## src/rtl/brg_pkg.sv

```systemverilog
package brg_pkg;
  localparam int unsigned CTRL_W  = 32;
  localparam int unsigned PRE_POS = 0;
  localparam int unsigned DIV_LSB = 1;

  // Bits that hold state in the control word; all others read as zero.
  function automatic logic [CTRL_W-1:0] ctrl_mask(int unsigned en_pos, int unsigned div_w);
    logic [CTRL_W-1:0] m;
    m = '0;
    m[PRE_POS] = 1'b1;
    for (int i = 0; i < int'(div_w); i++) m[DIV_LSB + i] = 1'b1;
    m[en_pos] = 1'b1;
    return m;
  endfunction
endpackage

```

## src/rtl/brg_ctrl.sv

```systemverilog
module brg_ctrl
  import brg_pkg::*;
#(
  parameter int unsigned EN_POS = 16,
  parameter int unsigned DIV_W  = 12
) (
  input  logic              clk,
  input  logic              rst_n,
  input  logic              wr_en,
  input  logic [CTRL_W-1:0] wr_data,
  output logic [CTRL_W-1:0] word_q,
  output logic              run,
  output logic              pre_sel,
  output logic [DIV_W-1:0]  div,
  output logic              ld,
  output logic              ld_run,
  output logic              ld_pre,
  output logic [DIV_W-1:0]  ld_div
);
  localparam logic [CTRL_W-1:0] MASK = ctrl_mask(EN_POS, DIV_W);

  logic [CTRL_W-1:0] word_d;

  always_comb begin
    word_d = word_q;
    if (wr_en) word_d = wr_data & MASK;
  end

  always_ff @(posedge clk or negedge rst_n) begin
    if (!rst_n) word_q <= '0;
    else        word_q <= word_d;
  end

  // Values that take effect at the write edge, used to restart the chain.
  assign ld      = wr_en;
  assign ld_run  = wr_data[EN_POS];
  assign ld_pre  = wr_data[PRE_POS];
  assign ld_div  = wr_data[DIV_LSB +: DIV_W];

  assign run     = word_q[EN_POS];
  assign pre_sel = word_q[PRE_POS];
  assign div     = word_q[DIV_LSB +: DIV_W];

  // readback follows the last write, masked to the live fields
  assert_readback_R2: assert property (@(posedge clk) disable iff (!rst_n)
    wr_en |=> word_q == ($past(wr_data) & MASK));
endmodule

```

## src/rtl/brg_prescale.sv

```systemverilog
module brg_prescale #(
  parameter int unsigned PRE_LOG2 = 4
) (
  input  logic clk,
  input  logic rst_n,
  input  logic ld,
  input  logic run,
  input  logic pre_sel,
  output logic strobe
);
  generate
    if (PRE_LOG2 == 0) begin : g_bypass
      assign strobe = run;
    end else begin : g_phase
      localparam logic [PRE_LOG2-1:0] PH_LAST = '1;
      logic [PRE_LOG2-1:0] ph_q, ph_d;

      always_comb begin
        ph_d = ph_q;
        if (ld || !run || !pre_sel) ph_d = '0;
        else                        ph_d = ph_q + 1'b1;
      end

      always_ff @(posedge clk or negedge rst_n) begin
        if (!rst_n) ph_q <= '0;
        else        ph_q <= ph_d;
      end

      assign strobe = run && (!pre_sel || ph_q == PH_LAST);

      // phase rests at zero unless the coarse stage is running
      assert_phase_idle_R4: assert property (@(posedge clk) disable iff (!rst_n)
        (!run || !pre_sel) |-> ph_q == '0);
      // with the coarse stage, steps never come back to back
      assert_coarse_gap_R4: assert property (@(posedge clk) disable iff (!rst_n)
        (strobe && pre_sel) |=> !strobe);
    end
  endgenerate
endmodule

```

## src/rtl/brg_divcnt.sv

```systemverilog
module brg_divcnt #(
  parameter int unsigned DIV_W = 12
) (
  input  logic             clk,
  input  logic             rst_n,
  input  logic             ld,
  input  logic             ld_run,
  input  logic [DIV_W-1:0] ld_div,
  input  logic             run,
  input  logic [DIV_W-1:0] div,
  input  logic             strobe,
  output logic             tick_q,
  output logic             sqw_q
);
  logic [DIV_W-1:0] cnt_q, cnt_d;
  logic             tick_d, sqw_d;

  always_comb begin
    cnt_d  = cnt_q;
    tick_d = 1'b0;
    sqw_d  = sqw_q;
    if (ld) begin
      cnt_d = ld_run ? ld_div : '0;
      sqw_d = 1'b0;
    end else if (!run) begin
      cnt_d = '0;
      sqw_d = 1'b0;
    end else if (strobe) begin
      if (cnt_q == '0) begin
        cnt_d  = div;
        tick_d = 1'b1;
        sqw_d  = !sqw_q;
      end else begin
        cnt_d = cnt_q - 1'b1;
      end
    end
  end

  always_ff @(posedge clk or negedge rst_n) begin
    if (!rst_n) begin
      cnt_q  <= '0;
      tick_q <= 1'b0;
      sqw_q  <= 1'b0;
    end else begin
      cnt_q  <= cnt_d;
      tick_q <= tick_d;
      sqw_q  <= sqw_d;
    end
  end

  // the count never exceeds the programmed reload value
  assert_cnt_in_range_R9: assert property (@(posedge clk) disable iff (!rst_n)
    run |-> cnt_q <= div);
  // no pulse while disabled
  assert_tick_only_enabled_R7: assert property (@(posedge clk) disable iff (!rst_n)
    tick_q |-> run);
  // nonzero reload gives a single-cycle pulse
  assert_tick_narrow_R5: assert property (@(posedge clk) disable iff (!rst_n)
    (tick_q && div != '0) |=> !tick_q);
  // the square wave only rises together with a pulse
  assert_sqw_rise_R6: assert property (@(posedge clk) disable iff (!rst_n)
    $rose(sqw_q) |-> tick_q);
endmodule

```

## src/rtl/baud_tick_gen.sv

```systemverilog
module baud_tick_gen
  import brg_pkg::*;
#(
  parameter int unsigned DIV_W    = 12,
  parameter int unsigned PRE_LOG2 = 4,
  parameter int unsigned EN_POS   = 16
) (
  input  logic              clk,
  input  logic              rst_n,
  input  logic              cfg_we,
  input  logic [CTRL_W-1:0] cfg_wdata,
  output logic [CTRL_W-1:0] cfg_rdata,
  output logic              tick_o,
  output logic              sqw_o
);
  logic             run, pre_sel, ld, ld_run, ld_pre, strobe;
  logic [DIV_W-1:0] div, ld_div;

  brg_ctrl #(.EN_POS(EN_POS), .DIV_W(DIV_W)) u_ctrl (
    .clk(clk), .rst_n(rst_n), .wr_en(cfg_we), .wr_data(cfg_wdata),
    .word_q(cfg_rdata), .run(run), .pre_sel(pre_sel), .div(div),
    .ld(ld), .ld_run(ld_run), .ld_pre(ld_pre), .ld_div(ld_div)
  );

  brg_prescale #(.PRE_LOG2(PRE_LOG2)) u_pre (
    .clk(clk), .rst_n(rst_n), .ld(ld), .run(run), .pre_sel(pre_sel),
    .strobe(strobe)
  );

  brg_divcnt #(.DIV_W(DIV_W)) u_cnt (
    .clk(clk), .rst_n(rst_n), .ld(ld), .ld_run(ld_run), .ld_div(ld_div),
    .run(run), .div(div), .strobe(strobe), .tick_q(tick_o), .sqw_q(sqw_o)
  );

  // outputs are cleared on the edge after any write
  assert_write_clears_R6: assert property (@(posedge clk) disable iff (!rst_n)
    cfg_we |=> (!tick_o && !sqw_o));

  logic unused_ld_pre;
  assign unused_ld_pre = ld_pre;
endmodule

```

## config.mk

```make
export PLATFORM = sky130hd
export DESIGN_NAME = baud_tick_gen
export DESIGN_NICKNAME = d
export VERILOG_FILES = /design/src/rtl/brg_pkg.sv /design/src/rtl/brg_ctrl.sv /design/src/rtl/brg_prescale.sv /design/src/rtl/brg_divcnt.sv /design/src/rtl/baud_tick_gen.sv
export SDC_FILE = /design/constraint.sdc
export NUM_CORES = 1
export LEC_CHECK = 0
export BUFFER_PORTS_ARGS = -buffer_cell sky130_fd_sc_hd__buf_4
export CAP_MARGIN = 10
export CORE_AREA = 4 4 81 64
export DETAILED_ROUTE_END_ITERATION = 7
export DIE_AREA = 0 0 85 68
export HOLD_SLACK_MARGIN = 0.05
export PLACE_DENSITY = 0.77
export SKIP_CTS_REPAIR_TIMING = 1
export SYNTH_ARGS = -nofsm -noshare
export SYNTH_HDL_FRONTEND = slang
export SYNTH_SLANG_ARGS = --single-unit
```

## constraint.sdc

```tcl
create_clock -name clk -period 2.46 [get_ports clk]
set_clock_uncertainty 0.1 [all_clocks]
set_input_delay 0.492 -clock clk [delete_from_list [all_inputs] [get_ports clk]]
set_output_delay 0.492 -clock clk [all_outputs]
set_load 0.05 [all_outputs]
```

==> results of run 1 <==
metal layers:
metal | track usage, % | up-vias
met4 | 4.35 | 0
met2 | 23.9 | 67
met5 | 0 | -
met1 | 23.8 | 751
met3 | 5.17 | 5
li1 | - | 727
power breakdown:
part           switching (mW)  internal (mW)  total, mW
Clock                   0.192          0.300      0.492
Combinational           0.350          0.200      0.550
Sequential             0.0604          0.572      0.633
layout make-up:
cell class	instances	area share, %
Multi-Input combinational cell	140	43.0
Sequential cell	32	35.6
Timing Repair Buffer	38	12.7
Clock buffer	6	3.22
Tap cell	57	3.17
Clock inverter	2	1.56
Inverter	5	0.833
logic make-up after synthesis:
group / Yosys count / synth area share [%]
flip-flops: 32 / 41.9
multiplexers: 15 / 8.70
buffers and inverters: 32 / 11.1
adder cells (fa/ha/maj): 3 / 1.96
AO/OA/AOI/OAI: 49 / 18.8
other: 1 / 0.196
XOR/XNOR: 5 / 2.29
AND/OR/NAND/NOR: 50 / 15.1
synth_stat cells (3+ instances only):
| cell | count | share of area (%) |
|---|---|---|
| ha_1 | 3 | 2.0 |
| inv_1 | 5 | 0.98 |
| mux2_2 | 13 | 7.7 |
| nor3_1 | 3 | 0.78 |
| o21ai_0 | 11 | 2.9 |
| a21oi_1 | 5 | 1.3 |
| a22oi_1 | 8 | 3.1 |
| buf_4 | 20 | 7.8 |
| dfrtp_1 | 32 | 42 |
| nand3_1 | 3 | 0.78 |
| nand2_1 | 7 | 1.4 |
| o211ai_1 | 4 | 1.6 |
| nor2_1 | 13 | 2.6 |
| nor4_1 | 3 | 0.98 |
| and3_1 | 3 | 0.98 |
| xnor2_1 | 3 | 1.4 |
final timing paths:
kind	from	end	slack [ns]	cells after the start
min in group clk	cfg_wdata[0]	u_ctrl.word_q[0]	0.31	3
setup / recovery	u_cnt.cnt_q[0]	u_cnt.cnt_q[4]	0.15	6
hold / removal	rst_n	u_ctrl.word_q[16]	0.04	1
setup reg to reg	u_cnt.cnt_q[0]	u_cnt.cnt_q[4]	0.15	6
hold reg to reg	u_pre.g_phase.ph_q[0]	u_pre.g_phase.ph_q[0]	0.39	1
max in group asynchronous	rst_n	u_cnt.tick_q	1.93	1
metrics by stage:
step,cell area (µm²),instances
2_1_floorplan,1980,204
3_3_place_gp,2140,272
3_5_place_dp,2140,272
4_1_cts,2250,280
5_1_grt,2250,280
6_report,2250,280
state kept, by name, indices dropped and copies added, names as in the netlist:
| signal | flops |
|---|---|
| u_cnt.cnt_q | 12 |
| u_cnt.sqw_q | 1 |
| u_cnt.tick_q | 1 |
| u_ctrl.word_q | 14 |
| u_pre.g_phase.ph_q | 4 |
==> results.sh, run 1 <==
export IMPL_place_ws_ns=0.188
export IMPL_root_buffer="clkbuf_8"
export IMPL_dr_wl_met2_um=1870
export IMPL_cts_buffer_depth=2
export IMPL_syn_area_um2=1910
export IMPL_clock_latency_ns=0.28
export IMPL_grt_first_pass_wirelength_um=7420
export IMPL_leakage_nw=1.02
export IMPL_finalHoldViolCount=0
export IMPL_dr_total_vias=1550
export IMPL_ys_seq_area_share_pct=41.9
export IMPL_cts_tree="done"
export IMPL_final_antenna_net_count=0
export IMPL_setup_viol=0
export IMPL_synth_warnings=0
export IMPL_vdd_drop_max_mv=0.403
export IMPL_layout_common_cells="38 x buf_4, 32 x dfrtp_1, 18 x conb_1, 13 x nor2_1, 13 x mux2_2"
export IMPL_cts_sinks=32
export IMPL_grt_pass1_vias=1435
export IMPL_cp_arrival_ns=2.35
export IMPL_tns_ns=0
export IMPL_worstHoldPathType="input port to asynchronous set/reset pin"
export IMPL_final_common_cell="buf_4"
export IMPL_finalCriticalPeriod_ns=2.31
export IMPL_synthArstFlopShare_pct=100
export IMPL_topRoutingLayerUsed="met4"
export IMPL_die_area_um2=5780
export IMPL_synth_seq_cells=32
export IMPL_fin_crit_sh_pct=93.7
export IMPL_dp_hpwl_um=3310
export IMPL_crit_type="register to register"
export IMPL_endpoint_kind="register"
export IMPL_syn2layout_area_growth_pct=17.7
export IMPL_synth_cell_type_count=54
export IMPL_route_detailed_drc=0
export IMPL_io_pins=69
export IMPL_synth_edf_count=0
export IMPL_p_per_area_nw_per_um2=743
export IMPL_fin_util_pct=51.3
export IMPL_critPathLaunchType="register"
export IMPL_p_total_mw=1.67
export IMPL_avgViaCountPerCell=5.54
export IMPL_drt_iter0_markers=94
export IMPL_crit_path_cell_trace="inv_1, ha_1, or3b_2, nor3_4, mux2i_1, o21ai_1"
export IMPL_fin_ws_ns=0.155
export IMPL_final_nets=260
export IMPL_wl_met1_um=2130
export IMPL_drv_cap=0
export IMPL_drv_slew=0
export IMPL_wl_met3_um=380
export IMPL_coreArea_um2=4390
export IMPL_grt_overflow=0
export IMPL_synthFlopType="dfrtp_1"
export IMPL_synth_area_per_cell_um2=10.2
export IMPL_multi_input_area_um2=968
export IMPL_gp_congestion=0.910
export IMPL_cp_top_family="simple AND/OR/NAND/NOR gates"
export IMPL_holdWs_ns=0.0392
export IMPL_finalWirelength_um=4420
export IMPL_antenna_found_initial=0
export IMPL_die_x_um=85
export IMPL_rsz0062_at_grt="no"
export IMPL_fillers=419
export IMPL_crit_fanout=7
export IMPL_cts_htree_levels=2
export IMPL_crit_buf_inv=1
export IMPL_initial_core_util_pct=43.6
export IMPL_cts_buffers=5
export IMPL_critPathSlowestCell="or3b_2"
export IMPL_first_pass_iters=4
export IMPL_rows=21
export IMPL_tightest_slew_ns=0.775
export IMPL_status="finished clean"
export IMPL_required_ns=2.50
export IMPL_syn_instance_count=187
export IMPL_wl_per_cell_um=15.8
export IMPL_drive_gt1_share_pct=30.5
export IMPL_grt_usage_pct=16.5
export IMPL_seqCellArea_um2=801
export IMPL_grt_max_degree=33
export IMPL_relSlewSlack_pct=47.8
export IMPL_critPathMaxStageDelay_ns=0.54
export IMPL_diodes=0
export IMPL_path_clk_slew_ns=0.07
export IMPL_die_height_um=68
export IMPL_port_buffer_count=32
export IMPL_max_freq_ghz=0.434
Note: power is estimated with default switching activity, not from simulation.
==> run 2: changes to the inputs <==
--- a/config.mk
+++ b/config.mk
@@ -7,11 +7,11 @@
 export LEC_CHECK = 0
 export BUFFER_PORTS_ARGS = -buffer_cell sky130_fd_sc_hd__buf_4
 export CAP_MARGIN = 10
-export CORE_AREA = 4 4 81 64
+export CORE_AREA = 4 4 68 76
 export DETAILED_ROUTE_END_ITERATION = 7
-export DIE_AREA = 0 0 85 68
+export DIE_AREA = 0 0 72 80
 export HOLD_SLACK_MARGIN = 0.05
-export PLACE_DENSITY = 0.77
+export PLACE_DENSITY = 0.76
 export SKIP_CTS_REPAIR_TIMING = 1
 export SYNTH_ARGS = -nofsm -noshare
 export SYNTH_HDL_FRONTEND = slang
==> results.sh, run 2 (synthesis gave the netlist of run 1 again) <==
export IMPL_status="finished clean"
export IMPL_placed_cells=270
export IMPL_coreArea_um2=4320
export IMPL_dp_hpwl_um=3170
export IMPL_grt_usage_pct=15.7
export IMPL_first_pass_iters=4
export IMPL_crit_buf_inv=1
export IMPL_drv_slew=0
export IMPL_dr_total_vias=1524
export IMPL_grt_pass1_vias=1425
export IMPL_fillers=424
export IMPL_finalCriticalPeriod_ns=2.32
export IMPL_top_regs="u_ctrl.word_q: 14 flops, u_cnt.cnt_q: 12 flops, u_pre.g_phase.ph_q: 4 flops"
export IMPL_gp_congestion=0.848
export IMPL_wl_per_cell_um=15.5
export IMPL_setup_viol=0
export IMPL_leakage_nw=1.02
export IMPL_regMostFlops="u_ctrl.word_q"
export IMPL_p_per_area_nw_per_um2=745
export IMPL_route_detailed_drc=0
export IMPL_initial_core_util_pct=44.3
export IMPL_cts_sinks=32
export IMPL_clock_latency_ns=0.29
export IMPL_grt_overflow=0
export IMPL_drt_iter0_markers=77
export IMPL_cts_tree="done"
export IMPL_avgViaCountPerCell=5.48
export IMPL_instances_no_fill=278
export IMPL_endpoint_kind="register"
export IMPL_final_common_cell="buf_4"
export IMPL_required_ns=2.51
export IMPL_drive_gt1_share_pct=30.8
export IMPL_cts_buffers=5
export IMPL_crit_start="u_cnt.cnt_q[0]"
export IMPL_die_area_um2=5760
export IMPL_final_antenna_net_count=0
export IMPL_cp_arrival_ns=2.36
export IMPL_critPathSlowestCell="or3b_2"
export IMPL_largest_reg_flops=14
export IMPL_worstHoldPathType="input port to asynchronous set/reset pin"
export IMPL_finalWirelength_um=4310
export IMPL_grt_max_degree=33
export IMPL_root_buffer="clkbuf_8"
export IMPL_critPathLaunchType="register"
export IMPL_crit_type="register to register"
export IMPL_final_nets=261
export IMPL_tightest_slew_ns=0.618
export IMPL_finalHoldViolCount=0
export IMPL_critPathMaxStageDelay_ns=0.54
export IMPL_port_buffer_count=32
export IMPL_tns_ns=0
export IMPL_cp_top_family="simple AND/OR/NAND/NOR gates"
export IMPL_fin_crit_sh_pct=94.1
export IMPL_path_clk_slew_ns=0.07
export IMPL_crit_path_cell_trace="inv_1, ha_1, or3b_2, nor3_4, mux2i_1, o21ai_1"
export IMPL_rows=25
export IMPL_p_total_mw=1.68
export IMPL_antenna_found_initial=0
export IMPL_grt_first_pass_wirelength_um=7020
export IMPL_stdcell_area_um2=2250
export IMPL_timing_rr_start="u_cnt.cnt_q[0]"
export IMPL_die_x_um=72
export IMPL_diodes=0
export IMPL_max_freq_ghz=0.432
export IMPL_layout_common_cells="39 x buf_4, 32 x dfrtp_1, 18 x conb_1, 13 x nor2_1, 13 x mux2_2"
export IMPL_rsz0062_at_grt="no"
export IMPL_syn2layout_area_growth_pct=17.9
export IMPL_io_pins=69
export IMPL_vdd_drop_max_mv=0.322
export IMPL_dpl_instance_area_um2=2140
export IMPL_cts_htree_levels=2
export IMPL_die_height_um=80
export IMPL_drv_cap=0
export IMPL_relSlewSlack_pct=58.4
export IMPL_crit_fanout=7
export IMPL_cts_buffer_depth=2
-- run 2: cell types whose count changed in the layout (fill, tap and decap cells not counted) --
cell	change
clkinvlp_4	+1
clkbuf_1	-1
o31ai_2	-1
buf_4	+1
o31ai_1	+1
-- run 2: area by class of cell --
type | instances | area (µm²) | area share [%]
inverters | 5 | 18.8 | 0.832
clock buffers | 5 | 68.8 | 3.05
well taps | 54 | 67.6 | 3.00
multi-input cells | 140 | 963 | 42.7
flip-flops and latches | 32 | 801 | 35.5
clock inverters | 3 | 42.5 | 1.89
repair buffers | 39 | 293 | 13.0
-- run 2: where the power goes --
part	internal (mW)	leakage (nW)	switching (mW)
sequential	0.572	0.407	0.0558
combinational	0.198	0.563	0.352
clock	0.299	0.0541	0.203
-- run 2: path summary, 6_finish.rpt --
kind	end	slack, ns	cells past startpoint
max	u_cnt.cnt_q[4]	0.14	6
min	u_ctrl.word_q[16]	0.02	1
max reg2reg	u_cnt.cnt_q[4]	0.14	6
min reg2reg	u_pre.g_phase.ph_q[0]	0.37	1
max in group asynchronous	u_ctrl.word_q[6]	1.93	1
min in group clk	u_ctrl.word_q[0]	0.30	3
-- run 2: per-stage QoR --
stage                     worst slack (ns)  utilization (%)  hold WS [ns]
after floorplan                      0.380                -        0.0964
after global placement               0.218             49.7         0.350
after detailed placement             0.191             49.7         0.353
after CTS                            0.143             52.2        0.0363
after global routing                0.0201             52.2        0.0543
final                                0.144             52.2        0.0229
-- run 2: routing by layer --
metal	GRT usage [%]	part of all wire (%)
met5	0	0
met4	6.20	1.7
met3	3.53	5.9
met2	25.4	49
met1	20.3	43
-- run 2: worst register-to-register path, cell delays in order, from the launching register on --
cell     delay, ns
dfrtp_1       0.43
inv_1         0.15
ha_1          0.24
or3b_2        0.54
nor3_4        0.41
mux2i_1       0.23
o21ai_1       0.07
